### config.mk
export PLATFORM = sky130hd
export DESIGN_NAME = prg_bank_mapper
export DESIGN_NICKNAME = d
export VERILOG_FILES = /design/src/rtl/prg_map_pkg.sv /design/src/rtl/prg_map_regs.sv /design/src/rtl/prg_map_decode.sv /design/src/rtl/prg_map_xlate.sv /design/src/rtl/prg_bank_mapper.sv
export SDC_FILE = /design/constraint.sdc
export NUM_CORES = 1
export LEC_CHECK = 0
export ABC_AREA = 1
export BUFFER_PORTS_ARGS = -buffer_cell sky130_fd_sc_hd__clkbuf_2
export CAP_MARGIN = 40
export CORE_MARGIN = 5
export CORE_UTILIZATION = 32
export DETAILED_ROUTE_END_ITERATION = 8
export GPL_ROUTABILITY_DRIVEN = 0
export PLACE_DENSITY = 0.46
export SKIP_CTS_REPAIR_TIMING = 1
export SYNTH_ARGS = -nofsm -noshare
export SYNTH_HDL_FRONTEND = slang
export SYNTH_HIERARCHICAL = 1
export SYNTH_SLANG_ARGS = --single-unit
### constraint.sdc
create_clock -name clk_i -period 2.5 [get_ports clk_i]
set_input_delay 0.5 -clock clk_i [delete_from_list [all_inputs] [get_ports clk_i]]
set_output_delay 0.5 -clock clk_i [all_outputs]
set_load 0.02 [all_outputs]
### src/rtl/prg_map_pkg.sv
package prg_map_pkg;
  localparam int DATA_W   = 8;
  localparam int NUM_BREG = 4;
  localparam int SEL_W    = 3;
  localparam int ADDR_W   = 16;
  localparam int BANK_W   = 8;
  localparam int OUTER_W  = 2;

  localparam logic [SEL_W-1:0] SEL_MODE = 3'd4;
  localparam logic [SEL_W-1:0] SEL_EXT  = 3'd5;

  typedef enum logic [1:0] {
    GRAN_32K = 2'd0,
    GRAN_16K = 2'd1,
    GRAN_8K  = 2'd2
  } gran_e;

  typedef struct packed {
    gran_e                gran;
    logic                 last_sw;
    logic                 win6_en;
    logic [OUTER_W-1:0]   outer;
  } map_cfg_t;
endpackage

### src/rtl/prg_map_regs.sv
module prg_map_regs #(
  parameter int DATA_W   = 8,
  parameter int NUM_BREG = 4,
  parameter int SEL_W    = 3
) (
  input  logic                              clk_i,
  input  logic                              rst_ni,
  input  logic                              wr_en_i,
  input  logic [SEL_W-1:0]                  wr_sel_i,
  input  logic [DATA_W-1:0]                 wr_data_i,
  output logic [NUM_BREG-1:0][DATA_W-1:0]   breg_o,
  output logic [DATA_W-1:0]                 mode_o,
  output logic [DATA_W-1:0]                 ext_o
);
  import prg_map_pkg::*;

  for (genvar g = 0; g < NUM_BREG; g++) begin : g_breg
    always_ff @(posedge clk_i or negedge rst_ni) begin
      if (!rst_ni) breg_o[g] <= '1;
      else if (wr_en_i && wr_sel_i == SEL_W'(g)) breg_o[g] <= wr_data_i;
    end
  end

  always_ff @(posedge clk_i or negedge rst_ni) begin
    if (!rst_ni) begin
      mode_o <= '0;
      ext_o  <= '0;
    end else if (wr_en_i) begin
      if (wr_sel_i == SEL_MODE) mode_o <= wr_data_i;
      if (wr_sel_i == SEL_EXT)  ext_o  <= wr_data_i;
    end
  end
endmodule

### src/rtl/prg_map_decode.sv
module prg_map_decode #(
  parameter int DATA_W  = 8,
  parameter int OUTER_W = 2
) (
  input  logic [DATA_W-1:0]         mode_i,
  input  logic [DATA_W-1:0]         ext_i,
  output prg_map_pkg::map_cfg_t     cfg_o
);
  import prg_map_pkg::*;

  logic unused_bits;
  assign unused_bits = ^{mode_i[DATA_W-2:3], ext_i[DATA_W-1:OUTER_W+1], ext_i[0]};

  always_comb begin
    cfg_o = '0;
    if (mode_i[1])      cfg_o.gran = GRAN_8K;
    else if (mode_i[0]) cfg_o.gran = GRAN_16K;
    else                cfg_o.gran = GRAN_32K;
    cfg_o.last_sw = mode_i[2];
    cfg_o.win6_en = mode_i[DATA_W-1];
    cfg_o.outer   = ext_i[OUTER_W:1];
  end
endmodule

### src/rtl/prg_map_xlate.sv
module prg_map_xlate #(
  parameter int DATA_W   = 8,
  parameter int NUM_BREG = 4,
  parameter int ADDR_W   = 16,
  parameter int BANK_W   = 8,
  parameter int OUTER_W  = 2
) (
  input  logic [ADDR_W-1:0]                 addr_i,
  input  logic [NUM_BREG-1:0][DATA_W-1:0]   breg_i,
  input  prg_map_pkg::map_cfg_t             cfg_i,
  output logic [BANK_W-1:0]                 bank_o,
  output logic                              valid_o
);
  import prg_map_pkg::*;

  localparam int LOW_W    = BANK_W - OUTER_W;
  localparam int LAST_IDX = NUM_BREG - 1;

  logic              in_rom, in_win6;
  logic [1:0]        slot;
  logic [LOW_W-1:0]  rom_low, win_low, low;
  logic [DATA_W-1:0] last_reg;
  logic              unused_addr;

  assign unused_addr = ^addr_i[ADDR_W-4:0];
  assign in_rom   = addr_i[ADDR_W-1];
  assign in_win6  = addr_i[ADDR_W-1:ADDR_W-3] == 3'b011;
  assign slot     = addr_i[ADDR_W-2:ADDR_W-3];
  assign last_reg = breg_i[LAST_IDX];

  always_comb begin
    rom_low = '0;
    win_low = '0;
    unique case (cfg_i.gran)
      GRAN_16K: begin
        if (slot[1]) rom_low[LOW_W-1:1] = cfg_i.last_sw ? last_reg[LOW_W-2:0] : '1;
        else         rom_low[LOW_W-1:1] = breg_i[1][LOW_W-2:0];
        rom_low[0] = slot[0];
        win_low    = {last_reg[LOW_W-2:0], 1'b1};
      end
      GRAN_8K: begin
        if (slot == 2'd3) rom_low = cfg_i.last_sw ? last_reg[LOW_W-1:0] : '1;
        else              rom_low = breg_i[slot][LOW_W-1:0];
        win_low = last_reg[LOW_W-1:0];
      end
      default: begin
        rom_low[LOW_W-1:2] = cfg_i.last_sw ? last_reg[LOW_W-3:0] : '1;
        rom_low[1:0]       = slot;
        win_low            = {last_reg[LOW_W-3:0], 2'b11};
      end
    endcase
  end

  assign valid_o = in_rom | (in_win6 & cfg_i.win6_en);
  assign low     = in_rom ? rom_low : win_low;
  assign bank_o  = valid_o ? {cfg_i.outer, low} : '0;
endmodule

### src/rtl/prg_bank_mapper.sv
module prg_bank_mapper #(
  parameter int DATA_W   = prg_map_pkg::DATA_W,
  parameter int NUM_BREG = prg_map_pkg::NUM_BREG,
  parameter int SEL_W    = prg_map_pkg::SEL_W,
  parameter int ADDR_W   = prg_map_pkg::ADDR_W,
  parameter int BANK_W   = prg_map_pkg::BANK_W,
  parameter int OUTER_W  = prg_map_pkg::OUTER_W
) (
  input  logic              clk_i,
  input  logic              rst_ni,
  input  logic              wr_en_i,
  input  logic [SEL_W-1:0]  wr_sel_i,
  input  logic [DATA_W-1:0] wr_data_i,
  input  logic [ADDR_W-1:0] addr_i,
  output logic [BANK_W-1:0] bank_o,
  output logic              valid_o,
  output logic              map6_o
);
  import prg_map_pkg::*;

  logic [NUM_BREG-1:0][DATA_W-1:0] breg;
  logic [DATA_W-1:0]               mode_q, ext_q;
  map_cfg_t                        cfg;

  prg_map_regs #(.DATA_W(DATA_W), .NUM_BREG(NUM_BREG), .SEL_W(SEL_W)) u_regs (
    .clk_i, .rst_ni, .wr_en_i, .wr_sel_i, .wr_data_i,
    .breg_o(breg), .mode_o(mode_q), .ext_o(ext_q)
  );

  prg_map_decode #(.DATA_W(DATA_W), .OUTER_W(OUTER_W)) u_dec (
    .mode_i(mode_q), .ext_i(ext_q), .cfg_o(cfg)
  );

  prg_map_xlate #(
    .DATA_W(DATA_W), .NUM_BREG(NUM_BREG), .ADDR_W(ADDR_W),
    .BANK_W(BANK_W), .OUTER_W(OUTER_W)
  ) u_xlate (
    .addr_i, .breg_i(breg), .cfg_i(cfg), .bank_o, .valid_o
  );

  assign map6_o = cfg.win6_en;
endmodule

### Word level (Yosys, flattened, before mapping)

Index checks and enable logic that the tools add are counted.

| word-level totals | value |
|---|---|
| bits in registers | 43 |
| output and inout port bits | 10 |
| bits of input ports | 30 |
| word-level logic and storage cells | 38 |

| cells by class | value |
|---|---|
| equal/unequal tests | 9 |
| reduce and logical (&&, ||, !) cells | 7 |
| multiplexer cells | 13 |
| bitwise logic cells | 2 |
| magnitude comparators | 1 |

Operators by type and width:

| cell | number |
|---|---|
| $mux 6 | 4 |
| $pmux 6 s2 | 2 |
| $bmux 8 s2 | 1 |
| $mux 5 | 2 |
| $eq 3x2->1 const B | 3 |
| $mux 8 | 1 |
| $eq 3x3->1 const B | 2 |
| $eq 2x2->1 const B | 2 |
| $logic_and 1x1->1 | 4 |
| $mux 4 | 1 |
| $reduce_and 2->1 | 2 |
| $eq 3x1->1 const B | 1 |
| $logic_not 3->1 | 1 |
| $lt 2x3->1 const B | 1 |
| $eq 2x1->1 const B | 1 |
| $mux 2 | 1 |
| $and 1x1->1 | 1 |
| $mux 1 | 1 |
| $or 1x1->1 | 1 |

### Longest topological paths before layout

Gate-level depths: netlist of the first run.

| depth | value |
|---|---|
| word-level depth | 6 |
| gate-level depth with buffers | 12 |

### By module

Netlist of the first run, hierarchy kept.

Modules (own cells, without submodules):

| module | area an instance (sq um) | instances | cells each | seq. area each (sq um) |
|---|---|---|---|---|
| prg_map_regs | 1976.9 | 1 | 217 | 1241.2 |
| prg_map_xlate | 680.7 | 1 | 142 | 0.0 |
| prg_map_decode | 47.5 | 1 | 7 | 0.0 |

### Worst setup path before layout of the first run

No wires, ideal clock.

| timing | value |
|---|---|
| path kind | reg-to-output |
| start point | reg u_regs.mode_o[1] |
| end point | out bank_o[1] |
| data required time | 2.000 ns |
| slack | 0.324 ns |
| arrival | 1.676 ns |
| cell stages (with the launch flop) | 8 |
| path through | dfrtp_1 > nor2_2 > inv_1 > ha_1 > clkbuf_2 > buf_2 > a221oi_1 > o21ai_0 |

RTL lines:

| what | RTL line | source |
|---|---|---|
| start: declaration | prg_map_regs.sv:12 | `output logic [DATA_W-1:0] mode_o,` |
| start signal: assignment | prg_map_regs.sv:29 | `if (wr_sel_i == SEL_MODE) mode_o <= wr_data_i;` |
| end: declaration | prg_bank_mapper.sv:15 | `output logic [BANK_W-1:0] bank_o,` |

==> parameters.txt, run 1 <==
Parameter                              Value

Run status
  Outcome    completed

Final layout
  Final instance count without filler cells    a little under 400
  Multi-input gate area    0.001039 mm2
  Leading cell type in the layout, fill and taps excluded    nand2_1
  Layout Area Growth over Synthesis    14.24%
  Antenna diodes    0
  Layout cells sized above 1    0.2767
  Number of fill cells    732
  Area taken by flip-flops and latches    782.0 um2
  Fin nets    349
  Commonest cells after routing, fill and taps aside    nand2_1 (117), nand3_1 (29), inv_1 (26), dfstp_2 (24), clkbuf_2 (23)

STA
  Final Critical Period    2385 ps
  Worst-margin pin slew    774.1 ps
  Unrepaired setup endpoints after global routing    true
  Final slew viol count    0
  Final setup TNS    0 ps
  Number of hold violations in the final report    0
  Part of the cycle the worst path needs    0.9541
  Clock skew after layout    0 ps
  Highest attainable clock frequency    419.3 MHz
  Max-Slew Margin vs Limit    0.4839
  Setup-failing EPs final    0

Power
  Max rail drop VDD    390.9 uV
  Combinational Power Share    0.326
  Areal power density over the cells    749.5 mW/mm2
  Switching part of the total power    0.3577
  Sw power    between 600 and 700 uW
  Internal    1.116 mW
  Leakage    1.186 nW
  Power after layout    1.738 mW
  Portion of total power attributed to sequential cells    0.410
  Clock network fraction of total power    0.264

Place
  Placed wire-length estimate    4256 um
  Post-placement cell count    approximately 390
  Count of buffers inserted at the top-level ports    25

Die
  I/O pin total    40
  Effective utilization at floorplan    0.3252
  Die area    roughly 0.0080 mm2
  Vertical die dimension    89.64 um
  Placeable core region    between 0.006 and 0.007 mm2
  Site row count    29
  Horizontal die dimension    89.64 um

Worst setup path
  Data required time at the worst endpoint    2000 ps
  CP peak stage delay    410 ps
  Nature of the critical path startpoint    register
  Arrival time of data at the critical path endpoint    1890 ps
  Critical R2R Launch    u_regs/mode_o[2]
  Cell family contributing the most delay on the critical path    buffers and inverters
  List of cells traversed by the critical path    nor2_2 -> inv_1 -> ha_4 -> buf_6 -> a21oi_1 -> nand2_1 -> nand2_1 -> a21oi_1 -> clkbuf_2
  Critical path endpoint category    primary output
  Max Fanout on Critical Path    14
  CP bufs+invs    3
  Slowest CP cell    dfrtp_2
  Launching element of the worst setup path    u_regs/mode_o[1]
  Worst setup path class    register to primary output

Global routing
  Combined global-route utilization of all metal layers    0.1526
  Maximum number of pins on one net before global-route repair    31
  Antenna violations before repair    0
  Wire length of the first global-routing pass    9190 um
  Via count of the first global-routing pass    about 1800
  Overflow left after global routing    0

Clocking
  Total clock buffers created by CTS    5
  CTS tree    built
  Clk slew on worst S/H paths    about 60 ps
  Clock buffer depth    2
  Clock tree sinks    30
  Later-pin clock latency in the skew report    roughly 280 ps
  Root buf cell    clkbuf_8
  CTS HTree Levels    2

Synth
  Total nets after synthesis    326
  Cell area after technology mapping    0.002029 mm2
  Post-Syn Instances    a little under 300
  Synth Area per Inst    6.903 um2
  Yosys Warn Count    6

Drt
  Residual antenna-violating net count after detailed routing    0
  Routed vias    1841
  Wire length per cell after detailed routing    approximately 14 um
  Number of violations reported at the end of detailed-routing iteration 0    87
  Aggregate routed wire length    5617 um
  Mean number of vias per cell    4.661
  First-pass detailed-route iteration total    4
  Number of remaining DRC errors    0

Worst hold path
  Path category of the worst min-delay check    primary input to async pin

Job
  Total of max-cap violations    0
==> flip-flops by register name (all words and copies together), names as in the netlist <==
register       count
u_regs/ext_o       2
u_regs/mode_o      4
u_regs/breg_o     24
==> layout make-up <==
type | count | share of cell area
inverters | 32 | 0.05289
clock buffers | 8 | 0.04749
repair buffers | 30 | 0.07285
multi-input cells | 218 | 0.4479
flip-flops and latches | 30 | 0.3373
well taps | 77 | 0.04155
==> per-layer routing <==
layer  vias to the layer above  part of all wire  track usage
met5                         -                 0            0
li1                        970                 -            -
met4                         0             0.013      0.04465
met3                         7             0.044      0.03193
met1                       826              0.51       0.2173
met2                        38              0.43       0.2327
==> through the flow <==
step | worst slack (ps) | util | cell area, um2 | hold slack (ps)
floorplan | 323.7 | - | 2029 | 204.4
global placement | 265.1 | 0.3476 | 2170 | 455.5
global route | -32.56 | 0.3715 | 2318 | 333.7
CTS | -45.85 | 0.3653 | 2280 | 313.0
finish | 114.8 | 0.3715 | 2318 | 293.6
detailed placement | 265.3 | 0.3476 | 2170 | 455.4
==> worst paths after layout <==
path,to,slack (ps),cells after the start
worst max register to register,u_regs/mode_o[2],1720,2
worst min-delay path,u_regs/ext_o[1],290,1
max in group asynchronous,u_regs/mode_o[1],1670,1
worst max-delay path,bank_o[3],110,9
min in group clk_i,u_regs/breg_o[28],450,3
worst min register to register,u_regs/breg_o[21],460,2
==> power by group through the flow <==
stage | sequential, mW | clock (mW) | combinational [mW]
after floorplan | 0.677 | 0 | 0.418
after global placement | 0.720 | 0 | 0.529
after detailed placement | 0.720 | 0 | 0.529
after CTS | 0.713 | 0.472 | 0.532
after global routing | 0.726 | 0.499 | 0.641
final | 0.712 | 0.459 | 0.567
Note: power is estimated with default switching activity, not from simulation.
==> run 2, diff against run 1 <==
clock period = 2.6 ns   (was 2.5 ns; I/O delays follow)
==> parameters.txt, run 2 (synthesized netlist as in run 1, its figures left out) <==
Parameter                              Value

Global routing
  Maximum number of pins on one net before global-route repair    31 (unchanged)
  Combined global-route utilization of all metal layers    0.1504 (-0.002200)
  Antenna violations before repair    0 (unchanged)
  Overflow left after global routing    0 (unchanged)
  Via count of the first global-routing pass    1780 (-0.45%)
  Wire length of the first global-routing pass    9080 um (-1.2%)

STA
  Clock skew after layout    0 ps (unchanged)
  Worst-margin pin slew    748.5 ps (-25.58 ps)
  Max-Slew Margin vs Limit    0.5010 (+0.01706)
  Setup-failing EPs final    0 (unchanged)
  Final setup TNS    0 ps (unchanged)
  Final slew viol count    0 (unchanged)
  Final Critical Period    2457 ps
  Number of hold violations in the final report    0 (unchanged)
  Part of the cycle the worst path needs    0.9450
  Minimum hold slack    311.7 ps (+18.09 ps)
  Highest attainable clock frequency    407.0 MHz

Final layout
  Core utilization of the finished layout    0.3617 (-0.009824)
  Commonest cells after routing, fill and taps aside    nand2_1 (117), nand3_1 (29), inv_1 (26), clkbuf_2 (25), dfstp_2 (24)
  Most flops, register    u_regs/breg_o
  Number of flip-flops in the largest register    24 (unchanged)
  Regs by FF count    u_regs/breg_o x24, u_regs/mode_o x4, u_regs/ext_o x2
  Layout cells sized above 1    0.2580 (-0.01877)
  Number of fill cells    722 (-1.4%)
  Final instance count without filler cells    391 (-1.0%)
  Antenna diodes    0 (unchanged)
  Leading cell type in the layout, fill and taps excluded    nand2_1
  Layout Area Growth over Synthesis    11.22%
  Fin nets    346 (-0.86%)

Drt
  Aggregate routed wire length    5616 um (about the same)
  Routed vias    1862 (+1.1%)
  Wire length per cell after detailed routing    14.36 um (+1.0%)
  Mean number of vias per cell    4.762 (+2.2%)
  Number of remaining DRC errors    0 (unchanged)
  Number of violations reported at the end of detailed-routing iteration 0    72 (-17%)
  Residual antenna-violating net count after detailed routing    0 (unchanged)
  First-pass detailed-route iteration total    4 (unchanged)

Power
  Sw power    580.3 uW (-6.7%)
  Power after layout    1.581 mW (-9.0%)
  Areal power density over the cells    700.2 mW/mm2 (-6.6%)
  Leakage    1.156 nW (-2.6%)
  Max rail drop VDD    330.3 uV (-16%)
  Switching part of the total power    0.3671 (+0.009394)
  Portion of total power attributed to sequential cells    0.436 (+0.026)
  Clock network fraction of total power    0.236 (-0.028)
  Combinational Power Share    0.327 (about the same)
  Internal    1.000 mW (-10%)

Place
  Count of buffers inserted at the top-level ports    25 (unchanged)
  Post-placement cell count    384 (-0.52%)
  Placed wire-length estimate    4241 um (-0.36%)

Clocking
  Clock tree sinks    30 (unchanged)
  CTS tree    built
  Clk slew on worst S/H paths    60 ps (about the same)
  Root buf cell    clkbuf_8
  Later-pin clock latency in the skew report    270 ps (about the same)
  Total clock buffers created by CTS    5 (unchanged)
  CTS HTree Levels    2 (unchanged)
  Clock buffer depth    2 (unchanged)

Die
  Die area    0.008034 mm2 (unchanged)
  Placeable core region    0.006241 mm2 (unchanged)
  Horizontal die dimension    89.64 um (unchanged)
  Effective utilization at floorplan    0.3252 (unchanged)
  Site row count    29 (unchanged)
  Vertical die dimension    89.64 um (unchanged)
  I/O pin total    40 (unchanged)

Worst setup path
  Launching element of the worst setup path    u_regs/mode_o[1]
  Cell mode on critical path    nand2_1
  Arrival time of data at the critical path endpoint    1940 ps (+50 ps)
  Worst setup path class    register to primary output
  Data required time at the worst endpoint    2080 ps (+80 ps)
  Critical path endpoint category    primary output
  Nature of the critical path startpoint    register
  Critical R2R Launch    u_regs/mode_o[2]
  Slowest CP cell    dfrtp_2
  CP peak stage delay    450 ps (+40 ps)
  Max Fanout on Critical Path    4 (-10)
  List of cells traversed by the critical path    nor2_2 -> inv_1 -> ha_4 -> nor2_1 -> nand3_2 -> nand2_1 -> nand2_1 -> nand2_1 -> nand2_1 -> a21oi_2 -> clkbuf_2

Worst hold path
  Path category of the worst min-delay check    primary input to async pin

Job
  Total of max-cap violations    0 (unchanged)

Run status
  Outcome    completed
run 2: power groups by stage:
stage / combinational, mW / sequential [mW] / clock [mW]
2_1_floorplan: 0.402 / 0.651 / 0
3_3_place_gp: 0.508 / 0.692 / 0
3_5_place_dp: 0.507 / 0.694 / 0
4_1_cts: 0.509 / 0.688 / 0.390
5_1_grt: 0.587 / 0.703 / 0.405
6_report: 0.518 / 0.689 / 0.374
run 2: final timing paths:
check                                   end  slack, ps  cells after the start
max                               bank_o[0]        140                     11
min                        u_regs/mode_o[2]        310                      1
max reg2reg                u_regs/mode_o[2]       1830                      2
min reg2reg                u_regs/breg_o[0]        460                      2
max in group asynchronous  u_regs/mode_o[1]       1770                      1
min in group clk_i         u_regs/breg_o[0]        460                      2
run 2: area by class of cell:
cell class / instances / area, um2 / share of cell area
Timing Repair Buffer: 27 / 140.1 / 0.06208
Inverter: 32 / 120.1 / 0.05322
Sequential cell: 30 / 782.0 / 0.3465
Clock buffer: 7 / 86.33 / 0.03825
Tap cell: 77 / 96.34 / 0.04268
Multi-Input combinational cell: 218 / 1032 / 0.4573
run 2: per-stage QoR:
step           instance area (um2)  setup slack (ps)
2_1_floorplan                 2029             403.7
3_3_place_gp                  2155             309.5
5_1_grt                       2257            -1.952
3_5_place_dp                  2155             327.7
6_report                      2257             142.9
4_1_cts                       2241             19.69
run 2: per-layer routing:
layer,GRT usage,part of all wire,vias to the layer above,wire [um]
met4,0.04736,0.011,0,59
met5,0,0,-,0
met2,0.2340,0.45,34,2555
li1,-,-,962,-
met3,0.02737,0.048,5,272
met1,0.2112,0.49,861,2729
run 2: worst max-delay path: cells and delay by family (launching register included):
family | cells | cell delay, ps
compound gates | 1 | 100
buf+inv | 2 | 260
fa+ha+maj | 1 | 260
simple gates | 7 | 590
flops | 1 | 450
==> run 3, diff against run 2 <==
==> constraint.sdc (replaced) <==
create_clock -name clk_i -period 2.6 [get_ports clk_i]
set_input_delay 0.52 -clock clk_i [delete_from_list [all_inputs] [get_ports clk_i]]
set_output_delay 0.52 -clock clk_i [all_outputs]
set_load 0.005 [all_outputs]
==> parameters.txt, run 3 (synthesized netlist as in run 1, its figures left out) <==
Parameter                              Value

Drt
  Aggregate routed wire length    5531 um (-1.5%)
  Routed vias    1859 (-0.16%)
  Residual antenna-violating net count after detailed routing    0 (unchanged)
  Wire length per cell after detailed routing    14.11 um (-1.8%)
  Number of remaining DRC errors    0 (unchanged)
  Number of violations reported at the end of detailed-routing iteration 0    46 (-36%)
  First-pass detailed-route iteration total    4 (unchanged)
  Mean number of vias per cell    4.742 (-0.42%)

Worst setup path
  Max Fanout on Critical Path    6 (+2)
  Worst setup path class    register to primary output
  Launching element of the worst setup path    u_regs/mode_o[1]
  Data required time at the worst endpoint    2080 ps (about the same)
  Critical path endpoint category    primary output
  Critical R2R Launch    u_regs/mode_o[2]
  Nature of the critical path startpoint    register
  Arrival time of data at the critical path endpoint    1920 ps (-20 ps)

Clocking
  Later-pin clock latency in the skew report    280 ps (about the same)
  CTS tree    built
  Root buf cell    clkbuf_8
  Clock tree sinks    30 (unchanged)
  Clk slew on worst S/H paths    60 ps (about the same)
  Total clock buffers created by CTS    5 (unchanged)
  CTS HTree Levels    2 (unchanged)
  Clock buffer depth    2 (unchanged)

STA
  Part of the cycle the worst path needs    0.9388 (-0.006201)
  Worst-margin pin slew    750.4 ps (+1.938 ps)
  Number of hold violations in the final report    0 (unchanged)
  Clock skew after layout    0 ps (unchanged)
  Final Critical Period    2441 ps (-16.12 ps)
  Final slew viol count    0 (unchanged)
  Max-Slew Margin vs Limit    0.4997 (-0.001292)
  Minimum hold slack    311.2 ps (-0.4650 ps)
  Post-layout worst setup margin    159.1 ps (+16.12 ps)
  Unrepaired setup endpoints after global routing    false
  Final setup TNS    0 ps (unchanged)
  Setup-failing EPs final    0 (unchanged)
  Highest attainable clock frequency    409.7 MHz (+0.66%)

Final layout
  Number of fill cells    744 (+3.0%)
  Commonest cells after routing, fill and taps aside    nand2_1 (117), nand3_1 (29), inv_1 (26), clkbuf_2 (25), dfstp_2 (24)
  Antenna diodes    0 (unchanged)
  Fin nets    346 (unchanged)
  Most flops, register    u_regs/breg_o
  Number of flip-flops in the largest register    24 (unchanged)
  Leading cell type in the layout, fill and taps excluded    nand2_1
  Core utilization of the finished layout    0.3603 (-0.001403)
  Layout Area Growth over Synthesis    10.79%
  Layout cells sized above 1    0.2540 (-0.003994)
  Regs by FF count    u_regs/breg_o x24, u_regs/mode_o x4, u_regs/ext_o x2

Power
  Max rail drop VDD    336.6 uV (+1.9%)
  Power after layout    1.543 mW (-2.4%)
  Areal power density over the cells    686.4 mW/mm2 (-2.0%)
  Leakage    1.161 nW (+0.42%)

Job
  Total of max-cap violations    0 (unchanged)

Die
  Die area    0.008034 mm2 (unchanged)
  Site row count    29 (unchanged)
  Placeable core region    0.006241 mm2 (unchanged)
  Effective utilization at floorplan    0.3252 (unchanged)
  I/O pin total    40 (unchanged)
  Horizontal die dimension    89.64 um (unchanged)
  Vertical die dimension    89.64 um (unchanged)

Run status
  Outcome    completed

Place
  Count of buffers inserted at the top-level ports    25 (unchanged)
  Worst slack after detailed placement    383.7 ps (+55.98 ps)
  Placed wire-length estimate    4214 um (-0.62%)

Worst hold path
  Path category of the worst min-delay check    primary input to async pin

Global routing
  Combined global-route utilization of all metal layers    0.1540 (+0.003585)
  Overflow left after global routing    0 (unchanged)
  Via count of the first global-routing pass    1859 (+4.4%)
  Maximum number of pins on one net before global-route repair    31 (unchanged)
  Antenna violations before repair    0 (unchanged)
  Wire length of the first global-routing pass    9315 um (+2.6%)
-- run 3: cell count changes in the layout (fill, tap and decap cells not counted), sizes merged --
cell and delta:
clkinv +1
-- run 3: worst paths after layout --
path                                    end  slack [ps]  depth (start not counted)
max reg2reg                u_regs/mode_o[2]        1830                          2
max                               bank_o[1]         160                         10
min reg2reg                u_regs/breg_o[0]         470                          2
max in group asynchronous   u_regs/ext_o[2]        1820                          1
min in group clk_i         u_regs/breg_o[0]         470                          2
min                        u_regs/mode_o[2]         310                          1
-- run 3: cell type report --
type	count	area (um2)	area share
timing repair buffer	27	140.1	0.06233
sequential	30	780.7	0.3472
clock buffer	7	86.33	0.03840
tap	77	96.34	0.04285
inverter	32	120.1	0.05342
multi-input combinational	218	1020	0.4535
clock inverter	1	5.005	0.002226
-- run 3: critical path, stage by stage (launching register included) --
cell      delay (ps)
dfrtp_1          420
nor2_2           140
inv_1             60
ha_2             360
inv_2             70
nand2_1           80
a21oi_1           50
a21oi_1          150
nand2_1           80
o21ai_0           80
clkbuf_2         140
-- run 3: metal layers --
layer / GRT usage / vias up / share of wire
met5: 0 / - / 0
met2: 0.2407 / 34 / 0.43
li1: - / 964 / -
met4: 0.04871 / 0 / 0.015
met1: 0.2159 / 850 / 0.52
met3: 0.02737 / 11 / 0.035
-- run 3: power by group --
part	internal [mW]	switching (mW)	total, mW
registers	0.607	0.0789	0.686
logic	0.174	0.299	0.473
clock network	0.213	0.171	0.385
total	0.994	0.549	1.54
-- run 3: through the flow --
step / instances / instance area [um2]
after CTS: 392 / 2246
after global routing: 392 / 2248
after detailed placement: 384 / 2155
after floorplan: 294 / 2029
final: 392 / 2248
after global placement: 384 / 2155
